`src/rtl/hacc_pkg.sv`:
```
package hacc_pkg;
  typedef struct packed {
    logic accept;   // a sample is taken this cycle
    logic first;    // sample opens a new window
    logic heavy;    // sample sits inside the window (weight two)
    logic last;     // sample closes the window
  } hacc_strobe_t;
endpackage

```
`src/rtl/hacc_ctrl.sv`:
```
module hacc_ctrl
  import hacc_pkg::*;
#(
  parameter int LEN_W = 6
) (
  input  logic             clk,
  input  logic             rstN,
  input  logic             pixValid,
  input  logic             lineStart,
  input  logic [LEN_W-1:0] accLen,
  input  logic             weightMode,
  output hacc_strobe_t     strobe
);
  logic [LEN_W-1:0] winPos;
  logic [LEN_W-1:0] curPos;
  logic             atEnd;

  always_comb begin
    curPos = lineStart ? '0 : winPos;
    atEnd  = (curPos == accLen);
    strobe.accept = pixValid;
    strobe.first  = pixValid && (curPos == '0);
    strobe.last   = pixValid && atEnd;
    strobe.heavy  = pixValid && weightMode && (curPos != '0) && !atEnd;
  end

  always_ff @(posedge clk) begin
    if (!rstN) begin
      winPos <= '0;
    end else if (pixValid) begin
      winPos <= atEnd ? '0 : curPos + 1'b1;
    end else if (lineStart) begin
      winPos <= '0;
    end
  end
endmodule

```
`src/rtl/hacc_dpath.sv`:
```
module hacc_dpath
  import hacc_pkg::*;
#(
  parameter int DATA_W = 8,
  parameter int LEN_W  = 6,
  parameter int GAIN_W = 3
) (
  input  logic              clk,
  input  logic              rstN,
  input  hacc_strobe_t      strobe,
  input  logic [DATA_W-1:0] pixIn,
  input  logic [GAIN_W-1:0] gainCode,
  output logic [DATA_W-1:0] pixOut,
  output logic              outValid
);
  localparam int ACC_W = DATA_W + LEN_W + 1;
  localparam int RND_W = ACC_W + 1;
  localparam logic [RND_W-1:0] MAX_OUT = RND_W'((1 << DATA_W) - 1);

  logic [ACC_W-1:0] accSum;
  logic [ACC_W-1:0] weighted;
  logic [ACC_W-1:0] sumNext;
  logic [RND_W-1:0] halfStep;
  logic [RND_W-1:0] rounded;
  logic [RND_W-1:0] scaled;
  logic [DATA_W-1:0] clipped;

  always_comb begin
    weighted = strobe.heavy ? (ACC_W'(pixIn) << 1) : ACC_W'(pixIn);
    sumNext  = (strobe.first ? '0 : accSum) + weighted;
    halfStep = (RND_W'(1) << gainCode) >> 1;
    rounded  = RND_W'(sumNext) + halfStep;
    scaled   = rounded >> gainCode;
    clipped  = (scaled > MAX_OUT) ? MAX_OUT[DATA_W-1:0] : scaled[DATA_W-1:0];
  end

  always_ff @(posedge clk) begin
    if (!rstN) begin
      accSum   <= '0;
      pixOut   <= '0;
      outValid <= 1'b0;
    end else begin
      if (strobe.accept) accSum <= sumNext;
      outValid <= strobe.accept && strobe.last;
      if (strobe.accept && strobe.last) pixOut <= clipped;
    end
  end
endmodule

```
`src/rtl/hacc_prescaler.sv`:
```
module hacc_prescaler
  import hacc_pkg::*;
#(
  parameter int DATA_W = 8,
  parameter int LEN_W  = 6,
  parameter int GAIN_W = 3
) (
  input  logic              clk,
  input  logic              rstN,
  input  logic [DATA_W-1:0] pixIn,
  input  logic              pixValid,
  input  logic              lineStart,
  input  logic [LEN_W-1:0]  accLen,
  input  logic              weightMode,
  input  logic [GAIN_W-1:0] gainCode,
  output logic [DATA_W-1:0] pixOut,
  output logic              outValid
);
  hacc_strobe_t strobe;

  hacc_ctrl #(.LEN_W(LEN_W)) u_ctrl (
    .clk(clk), .rstN(rstN), .pixValid(pixValid), .lineStart(lineStart),
    .accLen(accLen), .weightMode(weightMode), .strobe(strobe)
  );

  hacc_dpath #(.DATA_W(DATA_W), .LEN_W(LEN_W), .GAIN_W(GAIN_W)) u_dpath (
    .clk(clk), .rstN(rstN), .strobe(strobe), .pixIn(pixIn),
    .gainCode(gainCode), .pixOut(pixOut), .outValid(outValid)
  );
endmodule

```
`config.mk`:
```
export PLATFORM = sky130hd
export DESIGN_NAME = hacc_prescaler
export DESIGN_NICKNAME = d
export VERILOG_FILES = /design/src/rtl/hacc_pkg.sv /design/src/rtl/hacc_ctrl.sv /design/src/rtl/hacc_dpath.sv /design/src/rtl/hacc_prescaler.sv
export SDC_FILE = /design/constraint.sdc
export NUM_CORES = 1
export LEC_CHECK = 0
export ABC_AREA = 1
export BUFFER_PORTS_ARGS = -buffer_cell sky130_fd_sc_hd__clkbuf_2
export CAP_MARGIN = 20
export CORE_ASPECT_RATIO = 2
export CORE_MARGIN = 3
export CORE_UTILIZATION = 54
export CTS_CLUSTER_SIZE = 16
export DETAILED_ROUTE_END_ITERATION = 7
export GPL_ROUTABILITY_DRIVEN = 0
export PLACE_DENSITY_LB_ADDON = 0.15
export RECOVER_POWER = 25
export REMOVE_ABC_BUFFERS = 1
export SYNTH_ARGS = -nofsm -noshare
export SYNTH_HDL_FRONTEND = slang
export SYNTH_SLANG_ARGS = --single-unit
```
`constraint.sdc`:
```
create_clock -name clk -period 5.8 [get_ports clk]
set_input_delay 0.29 -clock clk [delete_from_list [all_inputs] [get_ports clk]]
set_output_delay 0.29 -clock clk [all_outputs]
set_load 0.005 [all_outputs]
```
* Yosys cells after proc, flatten, opt, wreduce, memory -nomap -nowiden
Cells that the tools add are included.
Operators by class: add/sub/neg operators 3, $lt $le $gt $ge 1, equal/unequal tests 1, shift operators 2, multiplexer cells 6, reduce and logical (&&, ||, !) cells 9
Operator list (number):
- $mux W6 | 3
- $add A15 B15 Y16 | 1
- $gt A16 B8 Y1 const B | 1
- $shl A1 B3 Y16 const A | 1
- $shr A16 B3 Y16 | 1
- $add A15 B15 Y15 | 1
- $mux W15 | 1
- $mux W9 | 1
- $mux W8 | 1
- $add A6 B1 Y6 const B | 1
- $eq A6 B6 Y1 | 1
- $logic_and A1 B1 Y1 | 6
- $logic_not A6 Y1 | 1
- $reduce_bool A6 Y1 | 1
- $logic_not A1 Y1 | 1
Word-level totals: register bits after elaboration 30, output and inout port bits 9

* Logic depth before layout (Yosys ltp)
depth in word-level cells 10, mapped depth 38

* Modules after synthesis
A second synthesis with hierarchy kept.
Unflattened totals: cells, all modules 626, area, all modules 3582.2 µm²
By module, submodules not included:
- hacc_dpath | instances 1, cells each 541, area an instance 3061.7 µm²
- hacc_ctrl | instances 1, cells each 85, area an instance 520.5 µm²

* Worst setup path before layout
No wires, ideal clock.
path kind reg2reg, start register u_ctrl.winPos[3], end register u_dpath.pixOut[0], setup time 0.109 ns, arrival 4.729 ns, data required time 5.691 ns, slack 0.962 ns, cell stages (with the launch flop) 35, buffers on the path 0, period minus slack after synthesis 4.838 ns, cell sequence dfxtp_1 > inv_1 > nor2_2 > inv_1 > nand2_1 > nand2_1 > nor4_1 > or3b_2 > nand2_1 > inv_1 > nor2_1 > ha_1 > inv_1 > fa_1 > o21ai_1 > nand2_1 > xnor2_1 > ha_1 > nand2_1 > nor2_1 > nand2_1 > nand3_1 > nand2_1 > nand2_1 > nand3_2 > nor2_8 > nand3_2 > nor2_1 > nand3_1 > nand3_1 > nand4_2 > a21oi_4 > nand3_1 > nand2_1 > inv_1
Between the ends: word-level cells in the longest chain between the ends 10, elaborated cells between the ends (all ways) 17, those cells by class 2 x add/sub; 1 x order compare; 1 x eq/ne; 1 x shift; 4 x mux; 8 x reduce/logical
Ends and longest elaborated chain:
- start: declaration | RTL line hacc_ctrl.sv:14 | logic [LEN_W-1:0] winPos;
- start signal: assignment | RTL line hacc_ctrl.sv:31 | winPos <= atEnd ? '0 : curPos + 1'b1;
- $mux W6 *
- $eq A6 B6 Y1 / $reduce_bool A6 Y1 (equally long branches) | RTL line hacc_ctrl.sv:20, hacc_ctrl.sv:24
- $logic_not A1 Y1 / $logic_and A1 B1 Y1 (equally long branches) | RTL line hacc_ctrl.sv:24 | strobe.heavy = pixValid && weightMode && (curPos != '0) && !atEnd;
- $logic_and A1 B1 Y1 | RTL line hacc_ctrl.sv:24
- $mux W9 | RTL line hacc_dpath.sv:29 | weighted = strobe.heavy ? (ACC_W'(pixIn) << 1) : ACC_W'(pixIn);
- $add A15 B15 Y15 * | RTL line hacc_dpath.sv:30 | sumNext = (strobe.first ? '0 : accSum) + weighted;
- named net u_dpath.sumNext[4] | RTL line hacc_dpath.sv:22 | logic [ACC_W-1:0] sumNext;
- $add A15 B15 Y16 * | RTL line hacc_dpath.sv:32 | rounded = RND_W'(sumNext) + halfStep;
- $shr A16 B3 Y16 * | RTL line hacc_dpath.sv:33 | scaled = rounded >> gainCode;
- $gt A16 B8 Y1 | RTL line hacc_dpath.sv:34 | clipped = (scaled > MAX_OUT) ? MAX_OUT[DATA_W-1:0] : scaled[DATA_W-1:0];
- $mux W8 * | RTL line hacc_dpath.sv:34
- end signal: assignment | RTL line hacc_dpath.sv:45 | if (strobe.accept && strobe.last) pixOut <= clipped;
- end: declaration | RTL line hacc_dpath.sv:13 | output logic [DATA_W-1:0] pixOut,
Mark *: on every way through the listed nets, which the timed path passes. The rest lies on a longest branch. A chain may end at the register's enable or synchronous reset.

* Worst setup path in the final report
Same ends and word-level chain as after synthesis.

==> summary.txt <==
Status
  • Run status: completed

Flow run
  • Number of violations of the max-capacitance limit: 0

Critical path
  • Crit path max-delay family: simple AND/OR/NAND/NOR gates
  • Worst Path Buf+Inv: 5
  • Crit path max-delay cell type: or3b_2
  • Category of the worst setup path capture point: flop
  • Signal arrival time at the worst endpoint: 5430 ps
  • Worst Path Required: 5980 ps
  • Crit path top cell by count: nand2_1
  • Critical path class: reg -> reg
  • Type of origin of the critical path: flop
  • Largest fanout on the critical path: 8
  • Peak per-stage delay on the critical path: 500 ps

Clock network
  • TritonCTS buffer count: 5
  • Number of buffers inserted for hold repair after clock tree synthesis: 0
  • Setup repair bufs after CTS: 0
  • Clock tree from TritonCTS: built
  • Later-pin clock latency in the skew report: 290 ps
  • Number of gates resized after cts: 0
  • TritonCTS Sinks: 30
  • Clock buffer depth: 2
  • Clock Pin Slew Worst Setup and Hold Paths: roughly 50 ps
  • Clk Tree Root Cell: clkbuf_16
  • Number of levels in the clock H-tree: 2

Timing
  • Total setup violations reported at the end of the flow: 0
  • Setup TNS: 0 ps
  • Final worst slack: 557 ps
  • Final critical-path required period: 5240 ps
  • Post-route fraction of the period consumed by the critical path: 90.4%
  • Number of hold violations in the final report: 0
  • Normalized max-slew margin: 58.1%
  • Setup repair after global routing missed its margin: no
  • Maximum frequency from static timing analysis: 191 MHz
  • Worst slew pin tran: 628 ps
  • Worst-case clock skew: between 8 and 9 ps
  • Final number of max-transition violations: 0

Cells and area
  • Number of antenna cells inserted: 0
  • Most common cell after layout, fill and taps aside: nand2_1
  • Ratio of cells with drive above 1 in the final layout: 12.7%
  • Layout fillers: 571
  • Area of the multi-input gates: 2270 sq um
  • Number of nets in the layout: just over 600
  • Relative area change from synthesis to final layout: 12.0%
  • Final Instance Count excl. Fillers: approximately 640
  • Commonest cells after routing, fill and taps aside: 145 x nand2_1, 91 x inv_1, 71 x nor2_1
  • Area used by sequential logic in the layout: 601 sq um

Route
  • Overall routed net length: 8.38 mm
  • Violation count after the first detailed-route iteration: 153
  • Remaining antenna violation count after routing: 0
  • Residual DRC: 0
  • Routed vias: 3,476
  • Detailed-route vias per instance: 5.41
  • Detailed Routing Iterations Pass 1: 4
  • Final routed wire length divided by cell count: 13.0 um

Synthesis
  • Number of register bits inferred by synthesis: 30
  • Warning count from the yosys run: 0
  • Share of synthesized area occupied by flip-flops and latches: 18.3%
  • Netlist cell types: 41
  • Area of the mapped netlist: 3280 sq um
  • Post-Syn Instances: 555
  • Syn_area_per_cell: 5.91 sq um

Global route
  • Residual overflow from global routing: 0
  • Initial antenna violation count: 0
  • Via count of the first global-routing pass: 3,351
  • Wire length of the first global-routing pass: 14.0 mm
  • Total routing resource utilization after global routing: 25.7%
  • Maximum number of pins on one net before global-route repair: 24

Power
  • Max VDD drop: between 0.15 and 0.2 mV
  • Power Dens Cells: between 200 and 250 nW/um^2
  • Leakage power: a little over 0.002 uW

Floorplan
  • Die boundary width: approximately 60 um
  • Placeable Area: just under 6000 sq um
  • Vertical die dimension: approximately 120 um
  • Initial standard-cell utilization of the core: between 50% and 60%
  • I/O pins: 31
  • Die outline area: a little over 7000 sq um
  • Number of standard-cell rows in the floorplan: 39

Placed design
  • DP Cell Count: approximately 640
  • Number of I/O port buffers: 30
  • Pre-CTS setup slack: 451 ps
  • Detailed placer's ending HPWL: 6.62 mm

Hold path
  • Class of the tightest hold or removal check: in -> reg
-- worst reg2reg max path, delay by kind of cell, from the launching register on --
family | cells | cell delay [ps]
buffers and inverters | 5 | 340
DFF | 1 | 370
AOI/OAI and AO/OA | 2 | 450
adders and majority gates | 3 | 1030
and+or+nand+nor | 23 | 2770
xor gates and xnor gates | 1 | 170
-- final cells by class --
class	count	area share (%)
clock buffers	6	3.78
clock inverters	2	1.63
inverters	96	9.87
multi-input cells	415	61.9
flip-flops and latches	30	16.3
well taps	61	2.08
repair buffers	33	4.39
-- worst paths after layout --
kind	startpoint	to	slack, ps	cells past startpoint
max	u_ctrl.winPos[3]$_SDFF_PN0_	u_dpath.pixOut[0]$_SDFFE_PN0P_	560	34
max reg2reg	u_ctrl.winPos[3]$_SDFF_PN0_	u_dpath.pixOut[0]$_SDFFE_PN0P_	560	34
min reg2reg	u_dpath.accSum[14]$_SDFFE_PN0P_	u_dpath.accSum[14]$_SDFFE_PN0P_	490	2
min	rstN	u_dpath.accSum[0]$_SDFFE_PN0P_	410	3
-- power breakdown --
part | total (uW) | internal, uW | switching, uW
clock | 363 | 258 | 105
combinational | 269 | 95.9 | 173
sequential | 222 | 217 | 5.82
-- registers in the layout, summed over array words and instances, names as in the netlist --
| name | count |
|---|---|
| u_ctrl.winPos | 6 |
| u_dpath.accSum | 15 |
| u_dpath.outValid | 1 |
| u_dpath.pixOut | 8 |
-- Yosys cell counts --
master    number  area [sq um]
o21ai_1        2          10.0
nand2_2        7          43.8
inv_4          1          6.26
buf_2          6          30.0
xnor2_1       11          96.3
dfxtp_1       30           601
buf_4          1          7.51
nor2_2         5          31.3
fa_1           2          40.0
o221ai_1       2          17.5
or2_2          3          18.8
nand3_2        4          40.0
a211oi_1       3          22.5
nor2_4         2          22.5
nand3_4        1          17.5
clkinv_1       2          7.51
inv_2          2          7.51
o211ai_1       6          45.0
a21oi_1       15          75.1
buf_1          1          3.75
o22ai_1        3          18.8
nand2_4        7          78.8
nor3_1         4          20.0
a21oi_4        1          16.3
inv_1         91           342
o21ai_0       30           150
o21bai_1       2          15.0
xor2_2         2          32.5
nand4_1        6          37.5
o21bai_2       1          11.3
nand3_1       52           260
nor4_1         2          12.5
nor2_8         1          20.0
ha_1          18           225
clkbuf_1       6          22.5
nor2_1        71           267
nand4_2        1          12.5
nand2_1      145           544
o21a_1         1          7.51
xor2_1         4          35.0
or3b_2         1          8.76
-- layer usage --
metal	vias to the layer above	wire length, um	track usage (%)
met5	-	0	0
met4	0	295	14.9
met3	25	312	3.21
met2	84	4830	49.3
met1	1570	2940	24.2
li1	1797	-	-
-- kinds of logic (layout without fill, tap and decap cells) --
group / after synthesis / in the layout / share of synthesized area, %
buffers and inverters: 110 / 137 / 13.0
AND/OR/NAND/NOR: 312 / 312 / 43.7
AO/OA/AOI/OAI: 66 / 66 / 11.9
adder cells (fa/ha/maj): 20 / 20 / 8.09
XOR/XNOR: 17 / 17 / 5.00
flip-flops: 30 / 30 / 18.3
-- per-stage QoR --
step,util (%),area [sq um],hold slack [ps],power (uW)
floorplan,-,3220,379,424
global placement,59.7,3470,464,484
detailed placement,59.7,3470,471,488
CTS,63.1,3660,395,852
global route,63.3,3670,424,902
finish,63.3,3670,407,854
Note: power is estimated with default switching activity, not from simulation.
